==> src/rtl/irq_bank_pkg.sv <==
package irq_bank_pkg;

  // Byte offsets of the register map
  localparam int unsigned OFS_ENABLE = 0;
  localparam int unsigned OFS_RAW    = 4;
  localparam int unsigned OFS_MASKED = 8;
  localparam int unsigned OFS_CLEAR  = 12;
  localparam int unsigned OFS_MODE   = 16;
  localparam int unsigned OFS_BOTH   = 20;
  localparam int unsigned OFS_POL    = 24;
  localparam int unsigned OFS_LEVEL  = 28;

  // Per-channel detection setup
  typedef struct packed {
    logic level;  // 1: level detect, 0: edge detect
    logic both;   // edge mode only: either edge
    logic pol;    // 1: rising/high, 0: falling/low
  } chan_cfg_t;

endpackage

==> src/rtl/irq_bank_sync.sv <==
module irq_bank_sync #(
  parameter int unsigned NCH = 8
) (
  input  logic           clk,
  input  logic           rst_n,
  input  logic [NCH-1:0] async_in,
  output logic [NCH-1:0] lvl,
  output logic [NCH-1:0] lvl_prev
);

  logic [NCH-1:0] meta_q;

  always_ff @(posedge clk or negedge rst_n) begin
    if (!rst_n) begin
      meta_q   <= '0;
      lvl      <= '0;
      lvl_prev <= '0;
    end else begin
      meta_q   <= async_in;
      lvl      <= meta_q;
      lvl_prev <= lvl;
    end
  end

endmodule

==> src/rtl/irq_bank_detect.sv <==
module irq_bank_detect
  import irq_bank_pkg::*;
#(
  parameter int unsigned NCH = 8
) (
  input  logic [NCH-1:0]  lvl,
  input  logic [NCH-1:0]  lvl_prev,
  input  chan_cfg_t [NCH-1:0] cfg,
  output logic [NCH-1:0]  hit
);

  for (genvar c = 0; c < NCH; c++) begin : g_chan
    logic rise, fall;
    assign rise = lvl[c] & ~lvl_prev[c];
    assign fall = ~lvl[c] & lvl_prev[c];

    always_comb begin
      if (cfg[c].level)
        hit[c] = (lvl[c] == cfg[c].pol);
      else if (cfg[c].both)
        hit[c] = rise | fall;
      else
        hit[c] = cfg[c].pol ? rise : fall;
    end
  end

endmodule

==> src/rtl/irq_bank_regs.sv <==
module irq_bank_regs
  import irq_bank_pkg::*;
#(
  parameter int unsigned NCH    = 8,
  parameter int unsigned ADDR_W = 5
) (
  input  logic              clk,
  input  logic              rst_n,
  input  logic              wr_en,
  input  logic [ADDR_W-1:0] addr,
  input  logic [NCH-1:0]    wdata,
  input  logic [NCH-1:0]    hit,
  input  logic [NCH-1:0]    lvl,
  output logic [NCH-1:0]    rdata,
  output logic [NCH-1:0]    enable,
  output logic [NCH-1:0]    status,
  output chan_cfg_t [NCH-1:0] cfg
);

  localparam logic [ADDR_W-1:0] A_EN   = ADDR_W'(OFS_ENABLE);
  localparam logic [ADDR_W-1:0] A_RAW  = ADDR_W'(OFS_RAW);
  localparam logic [ADDR_W-1:0] A_MSK  = ADDR_W'(OFS_MASKED);
  localparam logic [ADDR_W-1:0] A_CLR  = ADDR_W'(OFS_CLEAR);
  localparam logic [ADDR_W-1:0] A_MODE = ADDR_W'(OFS_MODE);
  localparam logic [ADDR_W-1:0] A_BOTH = ADDR_W'(OFS_BOTH);
  localparam logic [ADDR_W-1:0] A_POL  = ADDR_W'(OFS_POL);
  localparam logic [ADDR_W-1:0] A_LVL  = ADDR_W'(OFS_LEVEL);

  logic [NCH-1:0] mode_q, both_q, pol_q, clr_mask;

  assign clr_mask = (wr_en && addr == A_CLR) ? wdata : '0;

  always_ff @(posedge clk or negedge rst_n) begin
    if (!rst_n) begin
      enable <= '0;
      mode_q <= '0;
      both_q <= '0;
      pol_q  <= '0;
      status <= '0;
    end else begin
      // a new detection wins over a clear of the same bit
      status <= (status & ~clr_mask) | hit;
      if (wr_en) begin
        unique case (addr)
          A_EN:    enable <= wdata;
          A_MODE:  mode_q <= wdata;
          A_BOTH:  both_q <= wdata;
          A_POL:   pol_q  <= wdata;
          default: ;
        endcase
      end
    end
  end

  for (genvar c = 0; c < NCH; c++) begin : g_cfg
    assign cfg[c] = '{level: mode_q[c], both: both_q[c], pol: pol_q[c]};
  end

  always_comb begin
    unique case (addr)
      A_EN:    rdata = enable;
      A_RAW:   rdata = status;
      A_MSK:   rdata = status & enable;
      A_MODE:  rdata = mode_q;
      A_BOTH:  rdata = both_q;
      A_POL:   rdata = pol_q;
      A_LVL:   rdata = lvl;
      default: rdata = '0;
    endcase
  end

endmodule

==> src/rtl/irq_edge_bank.sv <==
module irq_edge_bank
  import irq_bank_pkg::*;
#(
  parameter int unsigned NCH    = 8,
  parameter int unsigned ADDR_W = 5
) (
  input  logic              clk,
  input  logic              rst_n,
  input  logic [NCH-1:0]    chan_in,
  input  logic              reg_wr_en,
  input  logic [ADDR_W-1:0] reg_addr,
  input  logic [NCH-1:0]    reg_wdata,
  output logic [NCH-1:0]    reg_rdata,
  output logic              irq_out
);

  logic [NCH-1:0] sync_lvl, sync_prev, hit_vec, status_vec, enable_vec;
  chan_cfg_t [NCH-1:0] cfg_vec;

  irq_bank_sync #(.NCH(NCH)) u_sync (
    .clk      (clk),
    .rst_n    (rst_n),
    .async_in (chan_in),
    .lvl      (sync_lvl),
    .lvl_prev (sync_prev)
  );

  irq_bank_detect #(.NCH(NCH)) u_detect (
    .lvl      (sync_lvl),
    .lvl_prev (sync_prev),
    .cfg      (cfg_vec),
    .hit      (hit_vec)
  );

  irq_bank_regs #(.NCH(NCH), .ADDR_W(ADDR_W)) u_regs (
    .clk    (clk),
    .rst_n  (rst_n),
    .wr_en  (reg_wr_en),
    .addr   (reg_addr),
    .wdata  (reg_wdata),
    .hit    (hit_vec),
    .lvl    (sync_lvl),
    .rdata  (reg_rdata),
    .enable (enable_vec),
    .status (status_vec),
    .cfg    (cfg_vec)
  );

  assign irq_out = |(status_vec & enable_vec);

endmodule

==> config.mk <==
export PLATFORM = sky130hd
export DESIGN_NAME = irq_edge_bank
export DESIGN_NICKNAME = d
export VERILOG_FILES = /design/src/rtl/irq_bank_pkg.sv /design/src/rtl/irq_bank_sync.sv /design/src/rtl/irq_bank_detect.sv /design/src/rtl/irq_bank_regs.sv /design/src/rtl/irq_edge_bank.sv
export SDC_FILE = /design/constraint.sdc
export NUM_CORES = 1
export LEC_CHECK = 0
export BUFFER_PORTS_ARGS = -buffer_cell sky130_fd_sc_hd__buf_2
export CAP_MARGIN = 20
export CORE_MARGIN = 2
export CORE_UTILIZATION = 58
export DETAILED_ROUTE_END_ITERATION = 12
export PLACE_DENSITY = 0.83
export SYNTH_ARGS = -nofsm -noshare
export SYNTH_HDL_FRONTEND = slang
export SYNTH_HIERARCHICAL = 1
export SYNTH_SLANG_ARGS = --single-unit
==> constraint.sdc <==
create_clock -name clk -period 1.9 [get_ports clk]
set_clock_uncertainty 0.15 [all_clocks]
set_input_delay 0.38 -clock clk [delete_from_list [all_inputs] [get_ports clk]]
set_output_delay 0.38 -clock clk [all_outputs]
set_load 0.01 [all_outputs]
Word-level counts from Yosys, hierarchy flattened
Index checks and enable logic that the tools add are counted.
- add/subtract/negate cells: 0
- $mul: 0
- div/mod/pow operators: 0
- order comparisons: 0
- eq/ne operators: 15
- shifts and indexed selects: 0
- muxes and demuxes: 26
- bitwise operators: 44
- reductions and logical operators: 7
- operators with widths (kind ; count):
    8-bit case mux with 7 select lines ; 1
    1-bit two-way mux ; 24
    5-bit == test (second input constant) ; 4
    1-bit AND ; 16
    8-bit AND ; 2
    1-bit inverter ; 16
    5-bit by 4-bit == test with 1-bit output (second input constant) ; 2
    1-bit == test ; 8
    8-bit two-way mux ; 1
    8-bit inverter ; 1
    1-bit OR ; 8
    8-bit OR ; 1
    2-bit AND reduction ; 4
    8-bit OR reduction ; 1
    5-bit by 3-bit == test with 1-bit output (second input constant) ; 1
    5-bit zero test ; 1
    1-bit logical AND ; 1
- bits in registers: 64
- latch bits: 0
- memory bits (writable): 0
- memory bits (read-only): 0
- logic and storage cells: 100
- memories kept: 0

Depth between registers and ports, before layout
Gate-level depths: netlist (run 1).
- word-level depth: 6
- gate-level depth with buffers: 6

Modules after synthesis
Netlist (run 1), hierarchy kept.
- modules (own cells, without submodules) (module ; instances ; cells an instance ; area an instance (um^2) ; sequential area each (um^2)):
    irq_bank_regs ; 1 ; 158 ; 2016.9 ; 1001.0
    irq_bank_sync ; 1 ; 24 ; 600.6 ; 600.6
    irq_bank_detect ; 1 ; 80 ; 560.5 ; 0.0
    irq_edge_bank ; 1 ; 5 ; 36.3 ; 0.0

Least setup slack after synthesis (run 1)
No wires, ideal clock.
- kind: input-to-output
- start point: input port reg_addr[2]
- end point: output port reg_rdata[0]
- arrival: 1.451 ns
- data required time: 1.370 ns
- setup slack: -0.081 ns
- stages: 5
- path through: buf_6 > or3_4 > nor2_8 > a32oi_1 > o211ai_1
- cells in the longest elaborated chain, start to end: 2
- elaborated cells on any way between the ends: 8
- classes of those cells: eq/ne: 6; mux: 1; reduce/logical: 1
- RTL lines (what ; RTL line ; RTL):
    from (decl) ; irq_edge_bank.sv:11 ; input logic [ADDR_W-1:0] reg_addr,
    5-bit == test (tied with other cells) ; irq_bank_regs.sv:60 ; unique case (addr)
    8-bit case mux with 7 select lines * ; irq_bank_regs.sv:60 ;
    to (decl) ; irq_edge_bank.sv:13 ; output logic [NCH-1:0] reg_rdata,
Every way passes the cells marked *; elsewhere a longest branch is shown, timed or not.

Worst setup path in the final report (run 1)
- start point: input port reg_addr[0]
- end point: output port reg_rdata[7]
Same word-level chain as after synthesis.

==> flow_metrics.env, run 1 <==
export IMPL_worst_path_largest_cell_delay_ps=480
export IMPL_h_tree_depth=3
export IMPL_ys_top_cells_by_count="64 x dfrtp_1, 39 x mux2_2, 31 x nand2_1, 19 x inv_1, 16 x ha_1"
export IMPL_required_ps=1370
export IMPL_grt_overflow_total=0
export IMPL_critPathMaxFanout=5
export IMPL_gp_congestion=0.8377
export IMPL_tightest_slew_ps=337.7
export IMPL_yosysWarnings=6
export IMPL_avgSynthCellArea_um2=12.04
export IMPL_status="finished with violations"
export IMPL_rr_worst_depth=6
export IMPL_seq_area_frac_synth_pct=49.82
export IMPL_first_pass_iters=4
export IMPL_r2r_slack_ps=300
export IMPL_reg2reg_from="u_sync/lvl[0]"
export IMPL_clock_latency_ps=340
export IMPL_cts_buffer_depth=2
export IMPL_finalHoldViolCount=0
export IMPL_fmax_mhz=480.2
export IMPL_finalPower_w=0.003485
export IMPL_vias=2342
export IMPL_clk_pin_slew_worst_paths_ps=70
export IMPL_grt_max_degree=65
export IMPL_grt_first_pass_wirelength_um=11470
export IMPL_failed_checks="setup timing"
export IMPL_wirelength_um=6857
export IMPL_cp_slowest_cell="or3_4"
export IMPL_setup_ws_ps=-182.4
export IMPL_antennaDiodeCount=0
export IMPL_cts_made_buffers=9
export IMPL_cts_tree="done"
export IMPL_io_buffers=32
export IMPL_hold_class="in2reg"
export IMPL_yosysTopAreaCell="dfrtp_1"
export IMPL_avgRoutedWirePerCell_um=16.25
export IMPL_ant_nets=0
export IMPL_drc=0
export IMPL_nets=386
export IMPL_criticalPathCategory="in2out"
export IMPL_synth_area_mm2=0.003214
export IMPL_dp_cells=391
export IMPL_synthFlopType="dfrtp_1"
export IMPL_min_from="reg_wdata[5]"
export IMPL_slew_headroom_pct=77.48
export IMPL_period_minus_slack_ps=2082
export IMPL_syn_num_nets=307
export IMPL_finalSetupViolations=8
export IMPL_drive_gt1_share_pct=38.00
export IMPL_routed_via_density=5.550
export IMPL_cpLargestDelayFamily="simple AND/OR/NAND/NOR gates"
export IMPL_synth_edf_count=0
export IMPL_drt_iter0_markers=107
export IMPL_ir_worst_vdd_v=0.0005754
export IMPL_cap_violations=0
export IMPL_cts_sinks=64
export IMPL_initial_core_util_pct=59.10
export IMPL_synthTopCellsByArea="dfrtp_1 50%, mux2_2 14%, ha_1 6.2%, nand2_1 3.6%, a22oi_1 2.8%"
export IMPL_grt_pass1_vias=2415
export IMPL_power_density_mw_per_mm2=864.3
export IMPL_fin_cells=422
export IMPL_min_path_cells=2
export IMPL_fin_crit_sh_pct=109.6
export IMPL_holdPathEnd="u_regs/enable[5]"
export IMPL_slew_viol_final=0
export IMPL_num_rows=27
export IMPL_p_leak_nw=1.957
export IMPL_post_dp_hpwl_um=4674
export IMPL_die_y_um=78.45
export IMPL_crit_chain="buf_6 > or3_4 > nor2_8 > a32oi_2 > o211ai_1 > buf_2"
export IMPL_startpoint_type="input port"
export IMPL_async_flop_share_pct=100.0
export IMPL_critical_path_buf_inv_count=2
export IMPL_grt_total_usage_pct=24.79
export IMPL_die_w_um=78.45
export IMPL_endpoint_kind="output port"
export IMPL_syn_inst=267
export IMPL_die_area_mm2=0.006154
export IMPL_reg2reg_to="u_regs/status[0]"
export IMPL_fp_coreArea_mm2=0.005439
export IMPL_grt_setup_unrepaired="yes"
export IMPL_yosysTopAreaCellShare_pct=49.82
export IMPL_num_io_pins=33
export IMPL_area_growth_pct=25.46
export IMPL_cts_root_buffer_cell="clkbuf_8"
export IMPL_fin_tns_setup_ps=-1292
export IMPL_fillCellCount=390
export IMPL_cp_arrival_ps=1550
export IMPL_yosysMostFrequentCell="dfrtp_1"
export IMPL_antenna_found_initial=0
export IMPL_synth_cell_types=34
export IMPL_synth_seq_cells=64
-- where the power goes --
part,leakage (nW),internal [W],total (W),switching [W]
clock network,0.108,0.000701,0.00120,0.000497
logic,1.09,0.000339,0.000590,0.000250
registers,0.759,0.00153,0.00170,0.000171
total,1.96,0.00257,0.00349,0.000918
-- metal layers --
layer	track usage, %	vias to the layer above	part of all wire (%)
met2	41.72	54	49
met4	13.68	0	3.2
li1	-	1108	-
met5	0	-	0
met3	4.483	20	3.9
met1	30.22	1160	44
-- cells by family after synthesis --
family	share of synthesized area (%)
compound gates	11.79
flops	49.82
buf+inv	3.348
fa+ha+maj	6.228
xor+xnor	2.180
simple gates	9.693
mux	16.93
-- worst max path at each step --
stage           startpoint            to  depth (start not counted)
5_1_grt        reg_addr[0]  reg_rdata[0]                          6
3_3_place_gp   reg_addr[0]  reg_rdata[1]                          6
3_5_place_dp   reg_addr[0]  reg_rdata[2]                          6
4_1_cts        reg_addr[0]  reg_rdata[7]                          6
2_1_floorplan  reg_addr[2]  reg_rdata[0]                          5
6_report       reg_addr[0]  reg_rdata[7]                          6
-- state kept, by name, indices dropped and copies added (netlist names) --
register	flops
u_sync/lvl	8
u_regs/both_q	8
u_regs/mode_q	8
u_regs/pol_q	8
u_sync/meta_q	8
u_sync/lvl_prev	8
u_regs/enable	8
u_regs/status	8
-- placed cells by master (no fill, tap or decap), drive strengths merged, types with 3 or more instances in the layout --
cell / count
ha: 16
a22oi: 12
buf: 62
dfrtp: 64
o211ai: 5
a21o: 8
a21boi: 3
nor2b: 6
a222oi: 3
nor2: 7
nand2: 32
dlygate4sd3: 9
clkbuf: 12
mux2: 48
o21ai: 11
inv: 19
a32oi: 5
a21oi: 8
xnor2: 8
-- through the flow --
stage	worst slack, ps	area, um2	utilization [%]	hold WS [ps]
6_report	-182.4	4033	74.14	180.7
5_1_grt	-235.1	4033	74.14	191.0
4_1_cts	-181.5	3974	73.06	165.9
3_5_place_dp	-204.0	3635	66.83	185.5
3_3_place_gp	-198.8	3635	66.83	181.4
2_1_floorplan	-8.874	3221	-	-65.59
-- area by class of cell --
type	count	area (um2)	share of cell area, %
clock buffer	12	165.2	4.096
clock inverter	3	40.04	0.9929
inverter	19	71.32	1.769
multi-input combinational	181	1564	38.78
sequential	64	1602	39.71
tap	72	90.09	2.234
timing repair buffer	71	500.5	12.41
-- repair_timing --
item,CTS,global route
pin swaps,0,2
buffers inserted,2,3
setup endpoints to repair,8,9
hold buffers,9,0
cloned,2,0
hold endpoints to repair,72,0
gates resized for setup,5,9
(Power assumes the default switching activity.)
==> run 2: changes to the inputs <==
Settings changed: TNS_END_PERCENT set to 50.
==> run 2 against run 1 <==
  * The run still ends with setup timing left
  * Sequential cell count is the same
  * Die area unchanged
  * Setup slack worse by 37 ps
  * Global-route usage shrank 0.37 points
  * Non-clock buffer count decreased by 2
  * Fmax down 1.8%
  * Utilization decreased by 0.60 points
  * Critical path depth is 1 higher
  * Via count is 0.26% lower
  * Count of clock-buffer cells in the layout did not move
==> flow_metrics.env, run 2 (synthesis results as in run 1) <==
export IMPL_die_area_mm2=0.006154
export IMPL_grt_first_pass_wirelength_um=11290
export IMPL_reg2reg_to="u_regs/status[0]"
export IMPL_mostFrequentLayoutCells="64 x dfrtp_1, 39 x mux2_2, 30 x buf_2, 30 x nand2_1, 25 x buf_4"
export IMPL_ir_worst_vdd_v=0.0005750
export IMPL_wirelength_um=6801
export IMPL_initial_core_util_pct=59.10
export IMPL_gp_congestion=0.8377
export IMPL_drive_gt1_share_pct=36.60
export IMPL_antenna_found_initial=0
export IMPL_die_w_um=78.45
export IMPL_hold_class="in2reg"
export IMPL_cp_arrival_ps=1590
export IMPL_clock_latency_ps=340
export IMPL_fillCellCount=394
export IMPL_worst_path_largest_cell_delay_ps=480
export IMPL_finalSetupViolations=8
export IMPL_num_io_pins=33
export IMPL_endpoint_kind="output port"
export IMPL_fp_coreArea_mm2=0.005439
export IMPL_vias=2336
export IMPL_clk_pin_slew_worst_paths_ps=60
export IMPL_cts_made_buffers=9
export IMPL_status="finished with violations"
export IMPL_p_leak_nw=1.951
export IMPL_io_buffers=32
export IMPL_num_rows=27
export IMPL_cts_buffer_depth=2
export IMPL_avgRoutedWirePerCell_um=16.23
export IMPL_h_tree_depth=3
export IMPL_cts_tree="done"
export IMPL_critical_path_buf_inv_count=3
export IMPL_startpoint_type="input port"
export IMPL_fmax_mhz=471.7
export IMPL_slew_viol_final=0
export IMPL_rr_worst_depth=6
export IMPL_failed_checks="setup timing"
export IMPL_power_density_mw_per_mm2=868.7
export IMPL_finalPower_w=0.003475
export IMPL_path_common_cell="buf_6"
export IMPL_grt_max_degree=65
export IMPL_cp_slowest_cell="or3_4"
export IMPL_cts_root_buffer_cell="clkbuf_8"
export IMPL_period_minus_slack_ps=2120
export IMPL_drc=0
export IMPL_critPathMaxFanout=5
export IMPL_criticalPathCategory="in2out"
export IMPL_grt_overflow_total=0
export IMPL_r2r_slack_ps=310
export IMPL_final_common_cell="dfrtp_1"
export IMPL_first_pass_iters=4
export IMPL_fin_util_pct=73.55
export IMPL_finalHoldViolCount=0
export IMPL_holdPathEnd="u_regs/both_q[4]"
export IMPL_crit_chain="buf_6 > or3_4 > nor2_8 > buf_6 > nand2_1 > o211ai_1 > buf_2"
export IMPL_nets=383
export IMPL_min_path_cells=2
export IMPL_cap_violations=0
export IMPL_fin_crit_sh_pct=111.6
export IMPL_reg2reg_from="u_sync/lvl[0]"
export IMPL_crit_start="reg_addr[1]"
export IMPL_post_dp_hpwl_um=4674
export IMPL_grt_pass1_vias=2391
export IMPL_drt_iter0_markers=121
export IMPL_setup_ws_ps=-219.8
export IMPL_routed_via_density=5.575
export IMPL_tightest_slew_ps=337.5
export IMPL_fin_tns_setup_ps=-1397
export IMPL_slew_headroom_pct=77.50
export IMPL_grt_setup_unrepaired="yes"
export IMPL_cpLargestDelayFamily="simple AND/OR/NAND/NOR gates"
export IMPL_min_from="reg_wdata[4]"
export IMPL_ant_nets=0
export IMPL_cts_sinks=64
export IMPL_required_ps=1370
export IMPL_whs_ps=185.3
export IMPL_die_y_um=78.45
export IMPL_area_growth_pct=24.45
export IMPL_grt_total_usage_pct=24.42
export IMPL_antennaDiodeCount=0
## run 2: layer usage
metal / global-route usage (%) / vias up / share of wire (%)
li1: - / 1102 / -
met1: 29.84 / 1162 / 43
met2: 41.03 / 57 / 50
met3: 4.483 / 15 / 3.7
met4: 13.33 / 0 / 2.6
met5: 0 / - / 0
## run 2: worst max path at each step
stage	endpoint	slack [ps]	cells past startpoint
global route	reg_rdata[1]	-250	7
CTS	reg_rdata[2]	-180	6
finish	reg_rdata[1]	-220	7
global placement	reg_rdata[1]	-200	6
floorplan	reg_rdata[0]	-9	5
detailed placement	reg_rdata[2]	-200	6
## run 2: cell type report
| class | count | area, um2 | share of cell area, % |
|---|---|---|---|
| Multi-Input combinational cell | 180 | 1539 | 38.47 |
| Sequential cell | 64 | 1602 | 40.04 |
| Tap cell | 72 | 90.09 | 2.252 |
| Timing Repair Buffer | 69 | 493.0 | 12.32 |
| Clock buffer | 12 | 165.2 | 4.129 |
| Clock inverter | 3 | 40.04 | 1.001 |
| Inverter | 19 | 71.32 | 1.783 |
## run 2: timing repair
item / in CTS / in global routing
pin swaps: 2 / 5
gates resized for setup: 4 / 10
hold buffers: 9 / 0
endpoints found under the setup margin: 8 / 9
hold endpoints to repair: 72 / 0
setup buffers: 0 / 3
cloned: 1 / 0
## run 2: per-stage QoR
step | area [um2] | std cells | setup slack (ps)
after floorplan | 3221 | 267 | -8.874
after global placement | 3635 | 391 | -198.8
after detailed placement | 3635 | 391 | -204.0
after CTS | 3948 | 416 | -178.5
after global routing | 4000 | 419 | -253.0
final | 4000 | 419 | -219.8
## run 2: where the power goes
part / switching (W) / total (W) / internal [W] / leakage (nW)
registers: 0.000169 / 0.00170 / 0.00153 / 0.759
clock network: 0.000494 / 0.00120 / 0.000701 / 0.108
logic: 0.000248 / 0.000583 / 0.000335 / 1.08
